## config.mk

```make
export PLATFORM = sky130hd
export DESIGN_NAME = tdm_slot_port
export DESIGN_NICKNAME = d
export VERILOG_FILES = /design/src/rtl/tdm_slot_port.sv
export SDC_FILE = /design/constraint.sdc
export NUM_CORES = 1
export LEC_CHECK = 0
export ABC_AREA = 0
export BUFFER_PORTS_ARGS = -buffer_cell sky130_fd_sc_hd__buf_2
export CORE_ASPECT_RATIO = 0.7
export CORE_MARGIN = 1.5
export CORE_UTILIZATION = 40
export CTS_CLUSTER_SIZE = 16
export DETAILED_ROUTE_END_ITERATION = 16
export MAX_ROUTING_LAYER = met4
export PLACE_DENSITY_LB_ADDON = 0.2
export SLEW_MARGIN = 25
export SYNTH_ARGS = -nofsm -noshare
export SYNTH_HDL_FRONTEND = slang
export SYNTH_SLANG_ARGS = --single-unit
```

## constraint.sdc

```tcl
create_clock -name clk -period 4.5 [get_ports clk]
set_input_delay 0.225 -clock clk [delete_from_list [all_inputs] [get_ports clk]]
set_output_delay 0.225 -clock clk [all_outputs]
set_load 0.02 [all_outputs]
```

## src/rtl/tdm_slot_port.sv

```systemverilog
module tdm_slot_port #(
  parameter int W     = 8,
  parameter int SEL_N = 4,
  parameter int OFF_W = 5
) (
  input  logic                   clk,
  input  logic                   rst_n,
  input  logic                   fsync,
  input  logic                   rxd,
  input  logic [OFF_W-1:0]       cfg_half_m1,
  input  logic [SEL_N-1:0]       rx_sel_en,
  input  logic [SEL_N*OFF_W-1:0] rx_sel_off,
  input  logic [SEL_N-1:0]       tx_sel_en,
  input  logic [SEL_N*OFF_W-1:0] tx_sel_off,
  output logic                   txd,
  output logic                   txd_oe,
  input  logic [W-1:0]           tx_data,
  input  logic                   tx_wr,
  output logic                   tx_underrun,
  output logic [W-1:0]           rx_data,
  output logic                   rx_valid,
  output logic                   rx_overrun,
  input  logic                   rx_rd
);
  localparam int BW = $clog2(W);
  localparam logic [BW-1:0] MSB = BW'(W - 1);

  logic [BW-1:0]    bit_q, bit_n;
  logic [OFF_W-1:0] hs_q, hs_n;
  logic             tx_act, rx_act, rxd_s;
  logic [W-1:0]     tx_sr, tx_hold, rx_sr, rx_word;
  logic             tx_full, rx_full;

  function automatic logic hit(input logic [SEL_N-1:0] en,
                               input logic [SEL_N*OFF_W-1:0] off,
                               input logic [OFF_W-1:0] pos);
    logic h;
    h = 1'b0;
    for (int i = 0; i < SEL_N; i++)
      if (en[i] && off[i*OFF_W +: OFF_W] == pos) h = 1'b1;
    return h;
  endfunction

  always_comb begin
    if (fsync) begin
      bit_n = MSB;
      hs_n  = '0;
    end else if (bit_q != '0) begin
      bit_n = bit_q - 1'b1;
      hs_n  = hs_q;
    end else begin
      bit_n = MSB;
      hs_n  = (hs_q >= cfg_half_m1) ? '0 : hs_q + 1'b1;
    end
  end

  wire tx_hit_n = hit(tx_sel_en, tx_sel_off, hs_n);
  wire rx_hit_n = hit(rx_sel_en, rx_sel_off, hs_n);
  wire tx_start = tx_hit_n && (bit_n == MSB);
  wire rx_done  = rx_act && (bit_q == '0);

  assign rx_word = {rx_sr[W-2:0], rxd_s};
  assign txd     = tx_sr[bit_q];
  assign txd_oe  = tx_act;

  always_ff @(negedge clk or negedge rst_n)
    if (!rst_n) rxd_s <= 1'b0;
    else        rxd_s <= rxd;

  always_ff @(posedge clk or negedge rst_n) begin
    if (!rst_n) begin
      bit_q       <= '0;
      hs_q        <= '1;
      tx_act      <= 1'b0;
      rx_act      <= 1'b0;
      tx_sr       <= '0;
      tx_hold     <= '0;
      tx_full     <= 1'b0;
      tx_underrun <= 1'b0;
      rx_sr       <= '0;
      rx_data     <= '0;
      rx_valid    <= 1'b0;
      rx_full     <= 1'b0;
      rx_overrun  <= 1'b0;
    end else begin
      bit_q       <= bit_n;
      hs_q        <= hs_n;
      tx_act      <= tx_hit_n;
      rx_act      <= rx_hit_n;
      tx_underrun <= 1'b0;
      if (tx_start) begin
        tx_sr       <= tx_hold;
        tx_underrun <= !tx_full;
        tx_full     <= 1'b0;
      end
      if (tx_wr) begin
        tx_hold <= tx_data;
        tx_full <= 1'b1;
      end
      if (rx_act) rx_sr <= rx_word;
      rx_valid   <= 1'b0;
      rx_overrun <= 1'b0;
      if (rx_done) begin
        rx_data    <= rx_word;
        rx_valid   <= 1'b1;
        rx_overrun <= rx_full && !rx_rd;
        rx_full    <= 1'b1;
      end else if (rx_rd) begin
        rx_full <= 1'b0;
      end
    end
  end
endmodule

```

==> flow_metrics.py <==
metrics = {
    "timing": {
        "max_slew_margin": 0.554,
        "setup_violations": 0,
        "clock.fmax_mhz": 271,
        "tns_ns": 0,
        "hold_viol": 0,
        "worstMarginPinSlew_ns": 0.666,
        "fin_skew_ns": 0.0103,
        "rsz0062_at_grt": "false",
        "slew_viol_final": 0,
        "holdWs_ns": 0.0520,
        "fin_crit_ns": 3.69,
        "period_share": 0.820,
    },
    "critical_path": {
        "crit_path_start": "hs_q[0]",
        "crit_buf_inv": 1,
        "cp_max_fo": 10,
        "cpLargestDelayFamily": "simple AND/OR/NAND/NOR gates",
        "cp.depth": 11,
        "path_class": "reg -> reg",
        "cp_slowest_stage_delay_ns": 0.66,
        "worstPathCellList": "inv_1 -> ha_1 -> nand2b_1 -> a211oi_2 -> nor3_2 -> or2_2 -> xnor2_1 -> or4_1 -> nand4_2 -> nand4_4 -> mux2_2",
        "endpoint_kind": "flop",
        "slowest_stage": "dfstp_2",
        "cp-start-kind": "flop",
        "ff2ff_path_depth": 11,
        "critPathRequiredTime_ns": 4.68,
        "rr_startpoint": "hs_q[0]",
        "arrival_ns": 3.87,
    },
    "drt": {
        "drc_errors": 0,
        "vias_per_cell": 5.22,
        "detail-route-antenna-nets": 0,
        "drt_pre_antenna_iters": 4,
        "post_drt_wl_per_cell_um": 14.9,
        "drt_iter0_drc": 142,
        "via_count": 2296,
        "routed_wl_um": 6570,
    },
    "logic_synthesis": {
        "syn_avg_cell_area_um2": 10.7,
        "synth_top_cell_area_share": 0.356,
        "ys_seq_elements": 47,
        "synth_most_common_cell": "dfrtp_1",
        "async_reset_ff_frac": 1.00,
        "synth_commonest_cells": "41 x dfrtp_1, 33 x mux2_2, 18 x nand2_1",
        "ys.flop_type": "dfrtp_1",
        "synthesis.area_um2": 2880,
        "seq_area_frac_synth": 0.411,
        "yosysWarnings": 0,
        "synth_cell_types": 53,
        "synth_largest_area_cell": "dfrtp_1",
        "yosys-top-cells-area": "dfrtp_1 36%, mux2_2 13%, dfstp_2 4.6%",
        "synth_cells": 268,
        "synth_edf_count": 0,
        "syn-num-nets": 343,
    },
    "finish": {
        "areaGrowthSynthToFinish_pct": 19.5,
        "drive_gt1_frac": 0.410,
        "nFillCells": 644,
        "antenna_cells": 0,
        "nets": 420,
        "final_area_um2": 3440,
    },
    "die": {
        "rows": 25,
        "ios": 80,
        "dieArea_um2": 7720,
        "core_um2": 6850,
        "die_w_um": 104,
        "initial_core_util": 0.420,
        "die_y_um": 74.0,
    },
    "run": {
        "maxCapViolCount": 0,
    },
    "clock_tree": {
        "cts_tree": "done",
        "post_cts_buffers": 0,
        "clock_latency_ns": 0.29,
        "h-tree-depth": 2,
        "clk_path_buf_depth": 2,
        "clockRootBuffer": "clkbuf_8",
        "numCtsBuffers": 5,
        "cts-resized-gates": 0,
        "holdBufCountCts": 0,
        "cts_sinks": 47,
        "clkTransAtPathRegs_ns": 0.09,
    },
    "pwr": {
        "ir_worst_vdd_mv": 0.168,
        "leakagePower_nw": 1.66,
        "pwr_density_cell_nw_per_um2": 276,
    },
    "global_route": {
        "grt_pass1_wl_um": 10400,
        "grt_overflow_total": 0,
        "antenna_found_initial": 0,
        "grt_pass1_vias": 2109,
        "grt_use_total": 0.179,
        "grt_max_degree": 47,
    },
    "placed_design": {
        "place_congestion": 0.990,
        "port_buffers": 79,
        "dp_hpwl_um": 5290,
        "placed_cell_area_um2": 3340,
    },
    "run_status": {
        "status": "finished clean",
    },
    "hold_path": {
        "hp-class": "in -> async",
    },
}
==> cell families (layout without fill, tap and decap cells) <==
logic type,count (synthesis),in the layout,synth area share
adders and majority gates,8,8,0.0348
and+or+nand+nor,70,70,0.143
muxes,38,38,0.155
AOI/OAI and AO/OA,54,54,0.138
xor gates and xnor gates,24,24,0.0756
buffers and inverters,27,105,0.0426
DFF,47,47,0.411
==> sequential cells by signal, summed over array words and instances, names as in the netlist, 3 cells and up <==
register,count
rx_sr,7
hs_q,5
rx_data,8
bit_q,3
tx_sr,8
tx_hold,8
==> metal layers <==
| layer | global-route usage | wire length (µm) |
|---|---|---|
| met2 | 0.257 | 2660 |
| met3 | 0.0280 | 522 |
| met1 | 0.269 | 3360 |
| met5 | - | 0 |
| met4 | 0.0278 | 25 |
==> power breakdown <==
part           switching [mW]  internal (mW)
clock network           0.140          0.125
logic                  0.0739         0.0969
registers              0.0355          0.477
total                   0.249          0.699
==> worst paths after layout <==
check | endpoint | slack (ns)
setup / recovery | tx_sr[7] | 0.81
hold / removal | rx_overrun | 0.05
setup reg to reg | tx_sr[7] | 0.81
hold reg to reg | tx_underrun | 0.45
max in group asynchronous | rxd_s | 2.52
min in group clk | tx_hold[2] | 0.15
==> cell type report <==
class	instances	area, µm²	share of cell area
Clock inverter	2	16.3	0.00473
Inverter	17	63.8	0.0186
Timing Repair Buffer	80	403	0.117
Multi-Input combinational cell	194	1570	0.458
Tap cell	94	118	0.0342
Sequential cell	47	1180	0.344
Clock buffer	6	82.6	0.0240
==> through the flow <==
step	total power, mW	util	std cells	worst slack (ns)
floorplan	0.616	-	268	1.02
global placement	0.688	0.488	432	0.877
detailed placement	0.694	0.488	432	0.803
CTS	0.959	0.502	440	0.794
global route	0.999	0.502	440	0.582
finish	0.948	0.502	440	0.809
==> placed cells by master, fill, tap and decap left out, types with 2 or more instances in the layout <==
master | Yosys | layout
xnor2_1 | 12 | 12
xor2_1 | 11 | 11
o2111ai_1 | 2 | 2
o21a_1 | 2 | 2
ha_1 | 8 | 8
o31ai_1 | 3 | 3
nand2_1 | 18 | 18
nand2b_1 | 5 | 5
buf_2 | 2 | 79
nor2_1 | 14 | 14
a22oi_1 | 3 | 3
dfstp_2 | 5 | 5
nand4_1 | 6 | 6
mux4_2 | 2 | 2
mux2_2 | 33 | 33
o221ai_1 | 5 | 5
nor4b_1 | 2 | 2
or2_2 | 2 | 2
dfrtp_1 | 41 | 41
nor3_1 | 5 | 5
a21oi_1 | 9 | 9
a21o_1 | 4 | 4
mux2i_1 | 3 | 3
o21ai_0 | 8 | 8
nand4_4 | 2 | 2
nor4_1 | 2 | 2
or3_1 | 3 | 3
nand3_1 | 2 | 2
or4_1 | 3 | 3
inv_1 | 17 | 17
clkbuf_8 | 0 | 6
o211ai_1 | 7 | 7
Note: power is estimated with default switching activity, not from simulation.
